### src/rtl/dma_ptr_pkg.sv
package dma_ptr_pkg;

  typedef enum logic [1:0] {
    DIR_MEM_MEM = 2'b00,
    DIR_M2P     = 2'b01,
    DIR_P2M     = 2'b10,
    DIR_OTHER   = 2'b11
  } dir_e;

  typedef struct packed {
    logic       flyby;
    dir_e       dir;
    logic       sinc;
    logic       dinc;
    logic [2:0] wrap;
    logic       tc_lsb;
  } mode_t;

  // A mode word is unusable if its size code exceeds the supported range,
  // or if single-address mode is combined with a direction or increment
  // pairing that has no single memory side.
  function automatic logic mode_illegal(mode_t m, int max_code);
    logic bad_size, bad_dir, bad_inc;
    bad_size = (int'(m.wrap) > max_code);
    bad_dir  = m.flyby && !(m.dir == DIR_M2P || m.dir == DIR_P2M);
    bad_inc  = m.flyby && (m.sinc != m.dinc);
    return bad_size || bad_dir || bad_inc;
  endfunction

endpackage

### src/rtl/dma_mode_reg.sv
module dma_mode_reg
  import dma_ptr_pkg::*;
#(
  parameter int WRAP_MAX_CODE = 5
) (
  input  logic  clk,
  input  logic  rst_n,
  input  logic  load,
  input  mode_t mode_in,
  output mode_t mode_q,
  output logic  err_q
);

  always_ff @(posedge clk) begin
    if (!rst_n) begin
      mode_q <= '0;
      err_q  <= 1'b0;
    end else if (load) begin
      mode_q <= mode_in;
      err_q  <= mode_illegal(mode_in, WRAP_MAX_CODE);
    end
  end

endmodule

### src/rtl/dma_addr_ptr.sv
module dma_addr_ptr #(
  parameter int ADDR_W = 32,
  parameter int CNT_W  = 6
) (
  input  logic              clk,
  input  logic              rst_n,
  input  logic              load,
  input  logic [ADDR_W-1:0] start,
  input  logic              step_a,
  input  logic [CNT_W-1:0]  bytes_a,
  input  logic              step_b,
  input  logic [CNT_W-1:0]  bytes_b,
  output logic [ADDR_W-1:0] ptr
);

  function automatic logic [ADDR_W-1:0] advance(
    logic [ADDR_W-1:0] base,
    logic ea, logic [CNT_W-1:0] na,
    logic eb, logic [CNT_W-1:0] nb);
    logic [ADDR_W-1:0] da, db;
    da = ea ? ADDR_W'(na) : '0;
    db = eb ? ADDR_W'(nb) : '0;
    return base + da + db;
  endfunction

  always_ff @(posedge clk) begin
    if (!rst_n)
      ptr <= '0;
    else if (load)
      ptr <= start;
    else if (step_a || step_b)
      ptr <= advance(ptr, step_a, bytes_a, step_b, bytes_b);
  end

endmodule

### src/rtl/dma_buf_ptr.sv
module dma_buf_ptr #(
  parameter int CNT_W         = 6,
  parameter int WRAP_BASE_LG  = 6,
  parameter int WRAP_MAX_CODE = 5,
  localparam int BUF_W        = WRAP_BASE_LG + WRAP_MAX_CODE
) (
  input  logic             clk,
  input  logic             rst_n,
  input  logic             load,
  input  logic             step,
  input  logic [CNT_W-1:0] bytes,
  input  logic [2:0]       wrap_code,
  output logic [BUF_W-1:0] offset,
  output logic             wrapped
);

  // Size of the buffer in bytes, one bit wider than the offset so the
  // largest size is representable.
  function automatic logic [BUF_W:0] buf_size(logic [2:0] code);
    int lg;
    lg = WRAP_BASE_LG + int'(code);
    if (lg > BUF_W) lg = BUF_W;
    return (BUF_W+1)'(1) << lg;
  endfunction

  logic [BUF_W:0] sum;
  logic [BUF_W:0] size;
  logic [BUF_W:0] next;

  always_comb begin
    size    = buf_size(wrap_code);
    sum     = {1'b0, offset} + (BUF_W+1)'(bytes);
    next    = sum & (size - 1'b1);
    wrapped = step && (sum >= size);
  end

  always_ff @(posedge clk) begin
    if (!rst_n)
      offset <= '0;
    else if (load)
      offset <= '0;
    else if (step)
      offset <= next[BUF_W-1:0];
  end

endmodule

### src/rtl/dma_ptr_unit.sv
module dma_ptr_unit
  import dma_ptr_pkg::*;
#(
  parameter int ADDR_W        = 32,
  parameter int CNT_W         = 6,
  parameter int WRAP_BASE_LG  = 6,
  parameter int WRAP_MAX_CODE = 5,
  localparam int BUF_W        = WRAP_BASE_LG + WRAP_MAX_CODE
) (
  input  logic              clk,
  input  logic              rst_n,
  input  logic              load,
  input  logic              cfg_flyby,
  input  logic [1:0]        cfg_dir,
  input  logic              cfg_sinc,
  input  logic              cfg_dinc,
  input  logic [2:0]        cfg_wrap,
  input  logic              cfg_tc_lsb,
  input  logic [ADDR_W-1:0] start_src,
  input  logic [ADDR_W-1:0] start_dst,
  input  logic              rd_done,
  input  logic [CNT_W-1:0]  rd_bytes,
  input  logic              wr_done,
  input  logic [CNT_W-1:0]  wr_bytes,
  input  logic              xfer_active,
  output logic [ADDR_W-1:0] src_addr,
  output logic [ADDR_W-1:0] dst_addr,
  output logic [BUF_W-1:0]  buf_addr,
  output logic              cfg_err,
  output logic [2:0]        tcode
);

  mode_t mode_in, mode_q;

  always_comb begin
    mode_in        = '0;
    mode_in.flyby  = cfg_flyby;
    mode_in.dir    = dir_e'(cfg_dir);
    mode_in.sinc   = cfg_sinc;
    mode_in.dinc   = cfg_dinc;
    mode_in.wrap   = cfg_wrap;
    mode_in.tc_lsb = cfg_tc_lsb;
  end

  dma_mode_reg #(.WRAP_MAX_CODE(WRAP_MAX_CODE)) u_mode (
    .clk(clk), .rst_n(rst_n), .load(load),
    .mode_in(mode_in), .mode_q(mode_q), .err_q(cfg_err)
  );

  // Named per-cycle events, visible to the checker.
  logic upd_ok, fly_q, fly_src_side, fly_dst_side;
  logic src_step_a, src_step_b, dst_step_a, dst_step_b;
  logic buf_step, buf_wrapped;
  logic [CNT_W-1:0] dst_bytes_a;

  always_comb begin
    upd_ok       = !load && !cfg_err;
    fly_q        = mode_q.flyby;
    fly_src_side = fly_q && (mode_q.dir == DIR_M2P);
    fly_dst_side = fly_q && (mode_q.dir == DIR_P2M);

    if (fly_q) begin
      src_step_a  = upd_ok && fly_src_side && mode_q.sinc && rd_done;
      src_step_b  = upd_ok && fly_src_side && mode_q.sinc && wr_done;
      dst_step_a  = upd_ok && fly_dst_side && mode_q.dinc && rd_done;
      dst_step_b  = upd_ok && fly_dst_side && mode_q.dinc && wr_done;
      dst_bytes_a = rd_bytes;
    end else begin
      src_step_a  = upd_ok && mode_q.sinc && rd_done;
      src_step_b  = 1'b0;
      dst_step_a  = upd_ok && mode_q.dinc && wr_done;
      dst_step_b  = 1'b0;
      dst_bytes_a = wr_bytes;
    end

    buf_step = upd_ok && !fly_q && rd_done;
  end

  dma_addr_ptr #(.ADDR_W(ADDR_W), .CNT_W(CNT_W)) u_src (
    .clk(clk), .rst_n(rst_n), .load(load), .start(start_src),
    .step_a(src_step_a), .bytes_a(rd_bytes),
    .step_b(src_step_b), .bytes_b(wr_bytes),
    .ptr(src_addr)
  );

  dma_addr_ptr #(.ADDR_W(ADDR_W), .CNT_W(CNT_W)) u_dst (
    .clk(clk), .rst_n(rst_n), .load(load), .start(start_dst),
    .step_a(dst_step_a), .bytes_a(dst_bytes_a),
    .step_b(dst_step_b), .bytes_b(wr_bytes),
    .ptr(dst_addr)
  );

  dma_buf_ptr #(
    .CNT_W(CNT_W), .WRAP_BASE_LG(WRAP_BASE_LG), .WRAP_MAX_CODE(WRAP_MAX_CODE)
  ) u_buf (
    .clk(clk), .rst_n(rst_n), .load(load), .step(buf_step),
    .bytes(rd_bytes), .wrap_code(mode_q.wrap),
    .offset(buf_addr), .wrapped(buf_wrapped)
  );

  assign tcode = xfer_active ? {2'b11, mode_q.tc_lsb} : 3'b000;

endmodule

### config.mk
export PLATFORM = sky130hd
export DESIGN_NAME = dma_ptr_unit
export DESIGN_NICKNAME = d
export VERILOG_FILES = /design/src/rtl/dma_ptr_pkg.sv /design/src/rtl/dma_mode_reg.sv /design/src/rtl/dma_addr_ptr.sv /design/src/rtl/dma_buf_ptr.sv /design/src/rtl/dma_ptr_unit.sv
export SDC_FILE = /design/constraint.sdc
export NUM_CORES = 1
export LEC_CHECK = 0
export ABC_AREA = 1
export BUFFER_PORTS_ARGS = -buffer_cell sky130_fd_sc_hd__buf_2
export CAP_MARGIN = 5
export CORE_AREA = 2 2 116 118
export DETAILED_ROUTE_END_ITERATION = 8
export DIE_AREA = 0 0 118 120
export PLACE_DENSITY = 0.86
export REMOVE_ABC_BUFFERS = 1
export SYNTH_ARGS = -nofsm -noshare
export SYNTH_HDL_FRONTEND = slang
export SYNTH_HIERARCHICAL = 1
export SYNTH_SLANG_ARGS = --single-unit
### constraint.sdc
create_clock -name clk -period 8.88 [get_ports clk]
set_input_delay 1.776 -clock clk [delete_from_list [all_inputs] [get_ports clk]]
set_output_delay 1.776 -clock clk [all_outputs]
set_load 0.02 [all_outputs]
; After elaboration in Yosys (flattened, before gate mapping)
; Index checks and enable logic that the tools add are counted.
[classes]
n_addsub = 7
order_cmp = 2
eq_ne = 5
n_shift = 1
n_mux = 15
n_bitwise = 2
n_reduce_logical = 31
[op_table]
columns = cell, n
row1 = 32-bit 2-to-1 mux, 5
row2 = 32-bit adder, 4
row3 = "32-bit by 5-bit greater-than comparator with 1-bit output, second input constant", 1
row4 = "1-bit by 32-bit << shifter with 11-bit output, first input constant", 1
row5 = 6-bit 2-to-1 mux, 5
row6 = 1-bit logical AND, 19
row7 = 11-bit by 6-bit adder with 11-bit output, 1
row8 = 11-bit bitwise AND, 1
row9 = "11-bit by 1-bit subtractor with 11-bit output, second input constant", 1
row10 = 1-bit logical OR, 5
row11 = "3-bit by 3-bit adder with 4-bit output, first input constant", 1
row12 = "2-bit by 1-bit == test with 1-bit output, second input constant", 2
row13 = "2-bit == test, second input constant", 2
row14 = 1-bit logical NOT, 4
row15 = 1-bit 2-to-1 mux, 4
row16 = 2-bit nonzero test, 2
row17 = "3-bit greater-than comparator, second input constant", 1
row18 = 3-bit 2-to-1 mux, 1
row19 = 2-bit OR reduction, 1
row20 = 1-bit != test, 1
row21 = 1-bit NOT, 1
[word_totals]
ff_bits = 85
input_bits = 91

; Depth between registers and ports, before layout
; Gate-level depths: netlist of the first run.
[depth]
depth_word = 11
depth_mapped = 19
mapped_depth_nobuf = 19

; Cells and area by module
; The synthesis of the first run kept the hierarchy.
[by_module_without_submodules]
columns = mod, instances, cells_each, area_per_inst_um2, seq_area_each_um2
row1 = dma_addr_ptr, 2, 487, 2882.8, 640.6
row2 = dma_buf_ptr, 1, 203, 1321.3, 220.2
row3 = dma_mode_reg, 1, 51, 381.6, 200.2
row4 = dma_ptr_unit, 1, 42, 185.2, 0.0

; Least setup slack after synthesis of the first run
; OpenSTA, ideal clock, no wires.
[synth_path]
path_type = input to register
startpoint = in load
endpoint = reg u_dst.ptr[19]
setup_time_ps = 130
t_arrival_ps = 4394
setup_slack_ps = 4356
stages = 19
n_path_buf = 0
path_cell_list = nor2_2 > nand2_1 > o21ai_1 > nand2_1 > fa_1 > inv_1 > ha_1 > inv_1 > fa_1 > inv_1 > nand3_1 > nand2_1 > nand2_1 > nand2_1 > nand3_1 > nand2_1 > nand3_1 > nand2_1 > a21oi_2
[synth_via]
elab_chain_cells = 11
elab_cells_between_ends = 18
classes_between = add/sub: 2 / mux: 6 / reduce/logical: 10
[synth_rtl]
columns = element, line_no
row1 = from (decl), dma_ptr_unit.sv:12  ; input logic load,
row2 = 1-bit logical NOT *, dma_ptr_unit.sv:57  ; upd_ok = !load && !cfg_err;
row3 = 1-bit logical AND *, dma_ptr_unit.sv:57
row4 = 1-bit logical AND (3 in a row), dma_ptr_unit.sv:65  ; dst_step_a = upd_ok && fly_dst_side && mode_q.dinc && rd_done;
row5 = 1-bit 2-to-1 mux *, dma_ptr_unit.sv:62  ; if (fly_q) begin
row6 = named net dst_step_a, dma_ptr_unit.sv:52  ; logic src_step_a, src_step_b, dst_step_a, dst_step_b;
row7 = 6-bit 2-to-1 mux, dma_addr_ptr.sv:21  ; da = ea ? ADDR_W'(na) : '0;
row8 = 32-bit adder (2 in a row), dma_addr_ptr.sv:23  ; return base + da + db;
row9 = 32-bit 2-to-1 mux, dma_addr_ptr.sv:31  ; else if (step_a || step_b)
row10 = 32-bit 2-to-1 mux, dma_addr_ptr.sv:29  ; else if (load)
row11 = to (signal assigned), dma_addr_ptr.sv:30  ; ptr <= start;
row12 = to (signal assigned), dma_addr_ptr.sv:32  ; ptr <= advance(ptr, step_a, bytes_a, step_b, bytes_b);
row13 = to (decl), dma_addr_ptr.sv:13  ; output logic [ADDR_W-1:0] ptr
; Mark *: on every way through the listed nets, which the timed path passes. The rest lies on a longest branch. The select of a mux whose other input is x is not followed.
; A chain may end at the register's enable or synchronous reset.

; Worst setup path after layout of the first run
[layout_path]
startpoint = in load
endpoint = reg u_dst.ptr[31]
; Same word-level chain as after synthesis.

==> summary.md, run 1 <==
| Metric | Value |
|---|---|
| Fill count | roughly 1300 |
| Post-CTS Resized | 0 |
| Combinational power share | 0.203 |
| Finish-stage setup viols | 0 |
| Final Hold Fails | 0 |
| Area of the multi-input gates | roughly 0.0048 mm2 |
| Die area | ~0.014 mm2 |
| Slowest CP cell | o21ai_1 |
| H-tree lvl count | 3 |
| CP most frequent cell | nand2_1 |
| Critical Path RT | roughly 9 ns |
| Clk sinks | 85 |
| RR Endpoint | u_dst/ptr[31]$_SDFFE_PN0P_ |
| Post-Syn Area per Cell | 6.02 um2 |
| GRT Util Overall | 0.294 |
| First-pass GRT wire length | roughly 34000 um |
| Drc violations | 0 |
| CTS tree | built |
| Slowest stage delay, CP | roughly 0.46 ns |
| Int Power | 0.000712 W |
| Congestion Overflow GR | 0 |
| Critical path fanouts, max | 57 |
| Layout cell share with drive strength beyond 1 | 0.190 |
| Routability Congestion | approximately 0.93 |
| Buffers on Ports | ~170 |
| RR Startpoint | u_mode/mode_q[8]$_SDFFE_PN0P_ |
| Drt wl/cell | ~13 um |
| Cells along the critical path | buf_2 > buf_4 > nor2_2 > nand2_1 > o21ai_1 > nand2_1 > fa_1 > inv_1 > ha_1 > inv_1 > fa_1 > inv_1 > nand3_1 > nand2_1 > nand2_1 > nand2_1 > nand3_1 > nand2_1 > nand3_1 > nand2_1 > a21oi_2 |
| Worst-case clock buffer depth | 2 |
| Routed via count | 8259 |
| Vias in the first global route | around 7500 |
| Setup repair after global routing missed its margin | false |
| Crit. Startpoint | load |
| M3 GR Usage | 0.0428 |
| Root Driver | clkbuf_16 |
| CP Class | primary input to flip-flop |
| Yosys warns | 6 |
| Detailed Routing Iterations Pass 1 | 5 |
| Cell area after synthesis | 0.00732 mm2 |
| Syn Inst Count | approximately 1200 |
| Worst R2R Path Depth | 18 |
| Max cap viols | 0 |
| # IOs | 170 |
| Fin nets | 1488 |
| Die height | between 100 and 150 um |
| Area delta synth->final | 15.4% |
| Top Usage Layer GRT | met2 |
| Routed WL | 20800 um |
| Switching Power | 0.000322 W |
| Switch share | 0.311 |
| Slew HR | 0.375 |
| Starting Density | 0.564 |
| Clock Power Share | 0.375 |
| Type of the worst min-delay path | flip-flop to flip-flop |
| Clock transition at path regs | around 0.06 ns |
| Worst-Margin Slew | roughly 0.94 ns |
| Crit path capture | u_dst/ptr[31]$_SDFFE_PN0P_ |
| Leakage | 4.19 nW |
| Fraction of power consumed by sequential logic | 0.422 |
| Insertion delay to the later sink of the worst-skew pair | approximately 0.35 ns |
| Setup TNS | 0 ns |
| # rows | between 40 and 50 |
| Detailed Route Iter0 Violations | 629 |
| Antenna Violating Nets Remaining | 0 |
| Register-to-Register Setup Slack | about 5.3 ns |
| Hold-fix buffers, CTS | 0 |
| Setup repair bufs after CTS | 0 |
| Crit path launch type | primary input |
| DP Wirelength | 15200 um |
| Fmax | between 150 and 200 MHz |
| Final instance area | 0.00845 mm2 |
| Max-slew violations | 0 |
| Die width | 118 um |
| Vias per cell | roughly 5.3 |
| Met1 usage | 0.351 |
| Number of antenna violations at the first check in global routing | 2 |
| Status | finished, final reports clean |
| Fin crit period | just over 5 ns |
| Grt met2 use | 0.514 |
| Power Density | ~120 mW/mm2 |
| Largest net degree at the start of global routing | between 50 and 60 |
| Crit. End Element | flip-flop |
| Worst clock skew | 0.00569 ns |
| Storage cell area | between 0.0015 and 0.002 mm2 |
| Period utilization | 0.574 |
| Peak supply drop | about 0.086 mV |
| CTS Buf Count | 9 |
| Placed Instance Area | slightly above 0.008 mm2 |
| Core area | approximately 0.013 mm2 |
| Critical Path AT | approximately 5.3 ns |
-- stage by stage --
stage          setup WS [ns]  instances  total power (W)  hold slack, ns   util
2_1_floorplan           4.31       1179         0.000567           0.463      -
3_3_place_gp            3.56       1527         0.000646           0.473  0.628
3_5_place_dp            3.40       1527         0.000651           0.483  0.628
4_1_cts                 3.76       1542          0.00104           0.492  0.651
5_1_grt                 3.35       1543          0.00108           0.524  0.651
6_report                3.78       1544          0.00103           0.491  0.651
-- metal layers --
layer  share of wire  wire length (um)
met1            0.43              8870
met3           0.061              1260
met5               0                 0
met4           0.037               773
met2            0.48              9870
-- critical path, delay by kind of cell --
| family | cells | cell delay, ns |
|---|---|---|
| AOI/OAI and AO/OA | 2 | 0.51 |
| and+or+nand+nor | 11 | 1.42 |
| buffers and inverters | 5 | 0.61 |
| adders and majority gates | 3 | 0.97 |
-- worst min-delay path by stage --
stage	start	endpoint	slack, ns	cells past startpoint
floorplan	u_mode/mode_q[0]$_SDFFE_PN0P_	u_mode/mode_q[0]$_SDFFE_PN0P_	0.46	2
global placement	u_buf/offset[0]$_SDFFE_PP0P_	u_buf/offset[0]$_SDFFE_PP0P_	0.47	2
detailed placement	u_buf/offset[0]$_SDFFE_PP0P_	u_buf/offset[0]$_SDFFE_PP0P_	0.48	2
CTS	u_buf/offset[0]$_SDFFE_PP0P_	u_buf/offset[0]$_SDFFE_PP0P_	0.49	2
global route	u_buf/offset[0]$_SDFFE_PP0P_	u_buf/offset[0]$_SDFFE_PP0P_	0.52	2
finish	u_buf/offset[0]$_SDFFE_PP0P_	u_buf/offset[0]$_SDFFE_PP0P_	0.49	2
-- power groups by stage --
stage	registers, W	logic [W]	clock network [W]
global route	0.000441	0.000233	0.000408
detailed placement	0.000444	0.000206	0
CTS	0.000436	0.000208	0.000393
floorplan	0.000460	0.000107	0
finish	0.000437	0.000210	0.000388
global placement	0.000444	0.000202	0
-- flip-flops by register name, indices dropped and copies added (netlist names) --
name	flops
u_mode/err_q	1
u_src/ptr	32
u_buf/offset	11
u_mode/mode_q	9
u_dst/ptr	32
-- cell type report --
cell class / count / area share
Clock inverter: 1 / 0.00355
Tap cell: 176 / 0.0261
Inverter: 155 / 0.0688
Multi-Input combinational cell: 939 / 0.566
Sequential cell: 85 / 0.201
Timing Repair Buffer: 172 / 0.103
Clock buffer: 14 / 0.0312
Antenna cell: 2 / 0.000592
-- cell usage in the layout, fill, tap and decap left out, drive strengths merged --
cell,n
dfxtp,85
nor3,16
nand4,20
a21o,2
conb,3
o31ai,2
nor3b,2
fa,15
o211ai,4
clkinv,3
diode,2
inv,152
and2,4
buf,172
nand3b,12
nor2,185
a31oi,4
o21ai,37
xnor2,2
ha,20
a22oi,2
clkbuf,14
bufinv,1
nand3,111
nand2,383
o221ai,6
a21oi,98
a211oi,2
xor2,8
or2,1
No activity file was read; power rests on OpenSTA's default activity.
==> run 2: changes to the inputs <==
--- a/config.mk
+++ b/config.mk
@@ -8,10 +8,10 @@
 export ABC_AREA = 1
 export BUFFER_PORTS_ARGS = -buffer_cell sky130_fd_sc_hd__buf_2
 export CAP_MARGIN = 5
-export CORE_AREA = 2 2 116 118
+export CORE_AREA = 2 2 120 122
 export DETAILED_ROUTE_END_ITERATION = 8
-export DIE_AREA = 0 0 118 120
-export PLACE_DENSITY = 0.86
+export DIE_AREA = 0 0 122 124
+export PLACE_DENSITY = 0.81
 export REMOVE_ABC_BUFFERS = 1
 export SYNTH_ARGS = -nofsm -noshare
 export SYNTH_HDL_FRONTEND = slang
==> constraint.sdc (replaced) <==
create_clock -name clk -period 4.69 [get_ports clk]
set_input_delay 0.938 -clock clk [delete_from_list [all_inputs] [get_ports clk]]
set_output_delay 0.938 -clock clk [all_outputs]
set_load 0.02 [all_outputs]
==> run 2 against run 1 <==
Combinational power increased by 90%; flip-flop and latch count unchanged; critical path type unchanged; worst setup slack worse by 2.7 ns; sequential share of layout area fell by 0.22 points; cell count grew 0.45%.
==> summary.md, run 2 (synthesized netlist as in run 1, its figures left out) <==
| Metric | Value |
|---|---|
| Slew HR | 0.381 (was 0.375) |
| Final Power | 0.00210 W (was 0.00103 W) |
| Setup repair bufs after CTS | 0 (unchanged) |
| Final core utilization | 0.623 (was 0.651) |
| Fin nets | 1492 (was 1488) |
| Routed via count | 8207 (was 8259) |
| Die area | 0.0151 mm2 (was 0.0142 mm2) |
| Core area | 0.0137 mm2 (was 0.0130 mm2) |
| Fin crit period | 3.65 ns |
| Area of the multi-input gates | 0.00478 mm2 (unchanged) |
| Routed WL | 21200 um (was 20800 um) |
| Vias in the first global route | 7481 (was 7523) |
| Critical path fanouts, max | 10 (was 57) |
| Clk sinks | 85 (unchanged) |
| Critical Path AT | 3.86 ns (was 5.30 ns) |
| Layout cell share with drive strength beyond 1 | 0.195 (was 0.190) |
| Status | finished, final reports clean (unchanged) |
| Die height | 124 um (was 120 um) |
| Finish-stage setup viols | 0 (unchanged) |
| Buffers on Ports | 169 (unchanged) |
| Final Hold Fails | 0 (unchanged) |
| Insertion delay to the later sink of the worst-skew pair | 0.35 ns (about the same) |
| Number of antenna violations at the first check in global routing | 0 (was 2) |
| GRT Util Overall | 0.286 (was 0.294) |
| CP Class | primary input to flip-flop (unchanged) |
| Worst clock skew | 0.00553 ns (was 0.00569 ns) |
| Type of the worst min-delay path | flip-flop to flip-flop (unchanged) |
| Power Density | 246 mW/mm2 (was 122 mW/mm2) |
| DP Wirelength | 15600 um (was 15200 um) |
| Crit path launch type | primary input (unchanged) |
| First-pass GRT wire length | 34900 um (was 34200 um) |
| Max-slew violations | 0 (unchanged) |
| Commonest cells after routing, fill and taps aside | nand2_1, buf_2, nor2_1 (unchanged) |
| Post-CTS Resized | 0 (unchanged) |
| H-tree lvl count | 3 (unchanged) |
| Drt wl/cell | 13.7 um (was 13.5 um) |
| Max cap viols | 0 (unchanged) |
| Area delta synth->final | 16.7% (was 15.4%) |
| # IOs | 170 (unchanged) |
| Hold-fix buffers, CTS | 0 (unchanged) |
| Peak supply drop | 0.187 mV (was 0.0860 mV) |
| Period utilization | 0.778 |
| Antenna Violating Nets Remaining | 0 (unchanged) |
| Setup TNS | 0 ns (unchanged) |
| Critical Path RT | 4.90 ns (was 9.08 ns) |
| Fmax | around 270 MHz |
| Worst-Margin Slew | 0.928 ns (was 0.937 ns) |
| Largest net degree at the start of global routing | 57 (was 58) |
| Inserted Diodes | 0 (was 2) |
| Detailed Routing Iterations Pass 1 | 6 (was 5) |
| Final instance area | 0.00855 mm2 (was 0.00845 mm2) |
| Detailed Route Iter0 Violations | 782 (was 629) |
| Storage cell area | 0.00170 mm2 (unchanged) |
| Clock transition at path regs | 0.07 ns (was 0.06 ns) |
| Root Driver | clkbuf_16 (unchanged) |
| CTS tree | built (unchanged) |
| CTS Buf Count | 9 (unchanged) |
| Setup repair after global routing missed its margin | false (unchanged) |
| Placed Instance Area | 0.00819 mm2 (was 0.00815 mm2) |
| Fill count | 1310 (was 1269) |
| Vias per cell | 5.29 (was 5.35) |
| Drc violations | 0 (unchanged) |
| Congestion Overflow GR | 0 (unchanged) |
| Largest registers | u_dst/ptr x32, u_src/ptr x32, u_buf/offset x11 (unchanged) |
| Routability Congestion | 0.927 (was 0.928) |
| Starting Density | 0.534 (was 0.564) |
| Leakage | 4.24 nW (was 4.19 nW) |
| Die width | 122 um (was 118 um) |
| Crit. End Element | flip-flop (unchanged) |
| Commonest non-fill, non-tap cell in the layout | nand2_1 (unchanged) |
| Worst-case clock buffer depth | 2 (unchanged) |
| # rows | 43 (was 42) |
## run 2: cell count changes in the layout (fill, tap and decap cells not counted)
cell	delta
diode_2	-2
clkbuf_1	-3
clkinv_4	+1
buf_4	+4
bufinv_16	+2
clkinvlp_4	+1
## run 2: critical path: stages
cell     delay (ns)
buf_2          0.13
nor2_2         0.19
nand2_1        0.08
o21ai_1        0.13
buf_4          0.16
nand2_1        0.08
fa_1           0.38
inv_1          0.06
ha_1           0.16
inv_1          0.06
fa_1           0.40
inv_1          0.09
nand3_1        0.07
nand2_1        0.18
nand2_1        0.07
nand2_1        0.26
nand3_1        0.12
nand2_1        0.08
nand3_1        0.06
nand2_1        0.09
a21oi_2        0.05
## run 2: final cells by class
type	count	share of cell area
well taps	180	0.0264
repair buffers	176	0.105
clock buffers	11	0.0296
flip-flops and latches	85	0.199
multi-input cells	939	0.559
clock inverters	5	0.0124
inverters	155	0.0681
## run 2: power by group
part | switching [W] | internal (W) | total, W
registers | 0.0000635 | 0.000765 | 0.000828
logic | 0.000254 | 0.000144 | 0.000398
clock network | 0.000322 | 0.000551 | 0.000873
## run 2: layer usage
layer	vias up	wire length (um)	share of wire	GRT usage
met5	-	0	0	0
met4	0	457	0.022	0.103
met3	40	1520	0.072	0.0412
met2	336	9640	0.46	0.476
met1	3653	9570	0.45	0.379
li1	4178	-	-	-
## run 2: path summary, 6_finish.rpt
kind | from | end | slack, ns | depth (start not counted)
min | u_buf/offset[2]$_SDFFE_PP0P_ | u_buf/offset[2]$_SDFFE_PP0P_ | 0.50 | 2
max | load | u_dst/ptr[23]$_SDFFE_PN0P_ | 1.04 | 21
min reg2reg | u_buf/offset[2]$_SDFFE_PP0P_ | u_buf/offset[2]$_SDFFE_PP0P_ | 0.50 | 2
max reg2reg | u_mode/mode_q[8]$_SDFFE_PN0P_ | u_dst/ptr[23]$_SDFFE_PN0P_ | 1.10 | 20
## run 2: through the flow
step	worst slack, ns	hold WS (ns)	std cells
detailed placement	0.682	0.485	1535
finish	1.04	0.500	1551
global placement	0.755	0.473	1535
floorplan	0.960	0.463	1179
CTS	1.05	0.495	1551
global route	0.714	0.517	1551
==> run 3: changes to the inputs <==
--- a/config.mk
+++ b/config.mk
@@ -5,12 +5,12 @@
 export SDC_FILE = /design/constraint.sdc
 export NUM_CORES = 1
 export LEC_CHECK = 0
-export ABC_AREA = 1
+export ABC_AREA = 0
 export BUFFER_PORTS_ARGS = -buffer_cell sky130_fd_sc_hd__buf_2
 export CAP_MARGIN = 5
-export CORE_AREA = 2 2 120 122
+export CORE_AREA = 2 2 112 114
 export DETAILED_ROUTE_END_ITERATION = 8
-export DIE_AREA = 0 0 122 124
+export DIE_AREA = 0 0 114 116
 export PLACE_DENSITY = 0.81
 export REMOVE_ABC_BUFFERS = 1
 export SYNTH_ARGS = -nofsm -noshare
==> constraint.sdc (replaced) <==
create_clock -name clk -period 3.4 [get_ports clk]
set_input_delay 0.68 -clock clk [delete_from_list [all_inputs] [get_ports clk]]
set_output_delay 0.68 -clock clk [all_outputs]
set_load 0.02 [all_outputs]
==> run 3 against run 2 <==
The run now ends with negative setup slack left; utilization up 6.2 points; wire length shrank 17%; worst setup slack got worse by 1.1 ns; sequential power up 36%; critical path type unchanged; largest cell class unchanged; largest power group is now sequential cells; highest routed layer unchanged.
==> summary.md, run 3 <==
| Metric | Value |
|---|---|
| Status | finished, violations left (was finished, final reports clean) |
| Failing checks | negative setup slack |
| Hold Path Depth | 2 (unchanged) |
| Largest registers | u_dst/ptr x32, u_src/ptr x32, u_buf/offset x11 (unchanged) |
| Finish-stage setup viols | 20 (was 0) |
| Period utilization | 1.02 |
| Critical Path AT | 3.72 ns (was 3.86 ns) |
| Worst-Margin Slew | 1.09 ns (was 0.928 ns) |
| Detailed Routing Iterations Pass 1 | 5 (was 6) |
| Critical path fanouts, max | 6 (was 10) |
| H-tree lvl count | 3 (unchanged) |
| Final worst setup slack | -0.0763 ns (was 1.04 ns) |
| # rows | 40 (was 43) |
| First-pass GRT wire length | 26500 um (was 34900 um) |
| Routed via count | 5903 (was 8207) |
| Root Driver | clkbuf_16 (unchanged) |
| CTS tree | built (unchanged) |
| Layout cell share with drive strength beyond 1 | 0.412 (was 0.195) |
| Detailed Route Iter0 Violations | 295 (was 782) |
| CTS Buf Count | 9 (unchanged) |
| Worst R2R Path Depth | 12 (was 20) |
| Yosys warns | 6 (unchanged) |
| Power Density | 337 mW/mm2 (was 246 mW/mm2) |
| Fmax | roughly 290 MHz |
| Slew HR | 0.271 (was 0.381) |
| Fin crit period | 3.48 ns |
| Drt wl/cell | 16.8 um (was 13.7 um) |
| Final instance area | 0.00816 mm2 (was 0.00855 mm2) |
| GRT Util Overall | 0.252 (was 0.286) |
| Max cap viols | 0 (unchanged) |
| Die width | 114 um (was 122 um) |
| Core area | 0.0119 mm2 (was 0.0137 mm2) |
| Max-slew violations | 0 (unchanged) |
| Peak supply drop | 0.241 mV (was 0.187 mV) |
| Placed Instance Area | 0.00733 mm2 (was 0.00819 mm2) |
| Vias per cell | 5.64 (was 5.29) |
| Die height | 116 um (was 124 um) |
| Type of the worst min-delay path | flip-flop to flip-flop (unchanged) |
| Final Hold Fails | 0 (unchanged) |
| Post-Syn Area per Cell | 8.94 um2 (was 6.02 um2) |
| Commonest non-fill, non-tap cell in the layout | buf_2 (was nand2_1) |
| Area delta synth->final | 35.6% (was 16.7%) |
| Cell area after synthesis | 0.00602 mm2 (was 0.00732 mm2) |
| Syn Inst Count | 673 (was 1216) |
| Die area | 0.0132 mm2 (was 0.0151 mm2) |
| Routed WL | 17600 um (was 21200 um) |
| Crit path launch type | primary input (unchanged) |
| Inserted Diodes | 0 (unchanged) |
| # IOs | 170 (unchanged) |
| Number of antenna violations at the first check in global routing | 0 (unchanged) |
| Setup repair after global routing missed its margin | true (was false) |
| DP Wirelength | 12400 um (was 15600 um) |
| Worst clock skew | 0.00888 ns (was 0.00553 ns) |
| Clock transition at path regs | 0.06 ns (was 0.07 ns) |
| Routability Congestion | 0.938 (was 0.927) |
| Vias in the first global route | 5586 (was 7481) |
| Starting Density | 0.505 (was 0.534) |
| Crit. End Element | flip-flop (unchanged) |
| Worst-case clock buffer depth | 2 (unchanged) |
| Buffers on Ports | 169 (unchanged) |
| Commonest cells after routing, fill and taps aside | buf_2, dfxtp_1, buf_4 (was nand2_1, buf_2, nor2_1) |
| Clk sinks | 85 (unchanged) |
| Fin nets | 1020 (was 1492) |
| Antenna Violating Nets Remaining | 0 (unchanged) |
| Insertion delay to the later sink of the worst-skew pair | 0.36 ns (was 0.35 ns) |
| Leakage | 3.55 nW (was 4.24 nW) |
| Critical Path RT | 3.65 ns (was 4.90 ns) |
| Congestion Overflow GR | 0 (unchanged) |
| CP Class | primary input to flip-flop (unchanged) |
| Final core utilization | 0.685 (was 0.623) |
| Drc violations | 0 (unchanged) |
| Largest net degree at the start of global routing | 68 (was 57) |
## run 3: where the power goes
part | switching (W) | leakage, nW | total, W | internal, W
Sequential | 0.0000750 | 0.703 | 0.00113 | 0.00106
Clock | 0.000431 | 0.166 | 0.00112 | 0.000685
Combinational | 0.000282 | 2.69 | 0.000505 | 0.000223
Total | 0.000788 | 3.55 | 0.00275 | 0.00197
## run 3: metal layers
layer,GRT usage,vias to the layer above,wire length [um]
li1,-,2893,-
met1,0.309,2808,7530
met2,0.435,172,8740
met3,0.0533,30,914
met4,0.100,0,379
met5,0,-,0
## run 3: what timing repair did
action	4_1_cts	5_1_grt
cloned	1	2
gates resized for setup	29	57
pin swaps	9	57
endpoints found under the setup margin	48	51
buffers inserted	2	9
hold buffers	0	0
## run 3: final timing paths
check	start	endpoint	slack [ns]
hold / removal	u_buf/offset[2]$_SDFFE_PP0P_	u_buf/offset[2]$_SDFFE_PP0P_	0.50
hold reg to reg	u_buf/offset[2]$_SDFFE_PP0P_	u_buf/offset[2]$_SDFFE_PP0P_	0.50
setup reg to reg	u_mode/mode_q[8]$_SDFFE_PN0P_	u_dst/ptr[25]$_SDFFE_PN0P_	-0.04
setup / recovery	load	u_src/ptr[9]$_SDFFE_PN0P_	-0.08
## run 3: final cells by class
type / instances / area, um2
Inverter: 27 / 101
Clock inverter: 5 / 82.6
Timing Repair Buffer: 242 / 1430
Fill cell: 940 / 3750
Sequential cell: 85 / 1700
Clock buffer: 11 / 253
Multi-Input combinational cell: 529 / 4410
Tap cell: 147 / 184
## run 3: stage by stage
stage / setup TNS, ns / total power (W) / hold slack (ns) / instances / setup WS, ns
CTS: -0.127 / 0.00275 / 0.503 / 1036 / -0.0276
global route: -4.90 / 0.00286 / 0.515 / 1046 / -0.217
global placement: -19.98 / 0.00161 / 0.481 / 1017 / -0.453
finish: -0.616 / 0.00275 / 0.502 / 1046 / -0.0763
detailed placement: -24.32 / 0.00162 / 0.491 / 1017 / -0.552
floorplan: -22.05 / 0.00140 / 0.473 / 640 / -0.640
## run 3: critical path, cell delays in order
cell and delay (ns):
buf_8 0.10, or3b_4 0.43, a211oi_4 0.26, buf_6 0.15
and2_4 0.13, fa_1 0.45, ha_4 0.19, inv_2 0.06
fa_2 0.19, and2b_1 0.20, o211ai_2 0.26, buf_6 0.19
a21oi_2 0.07, xor2_1 0.15, o211a_1 0.21
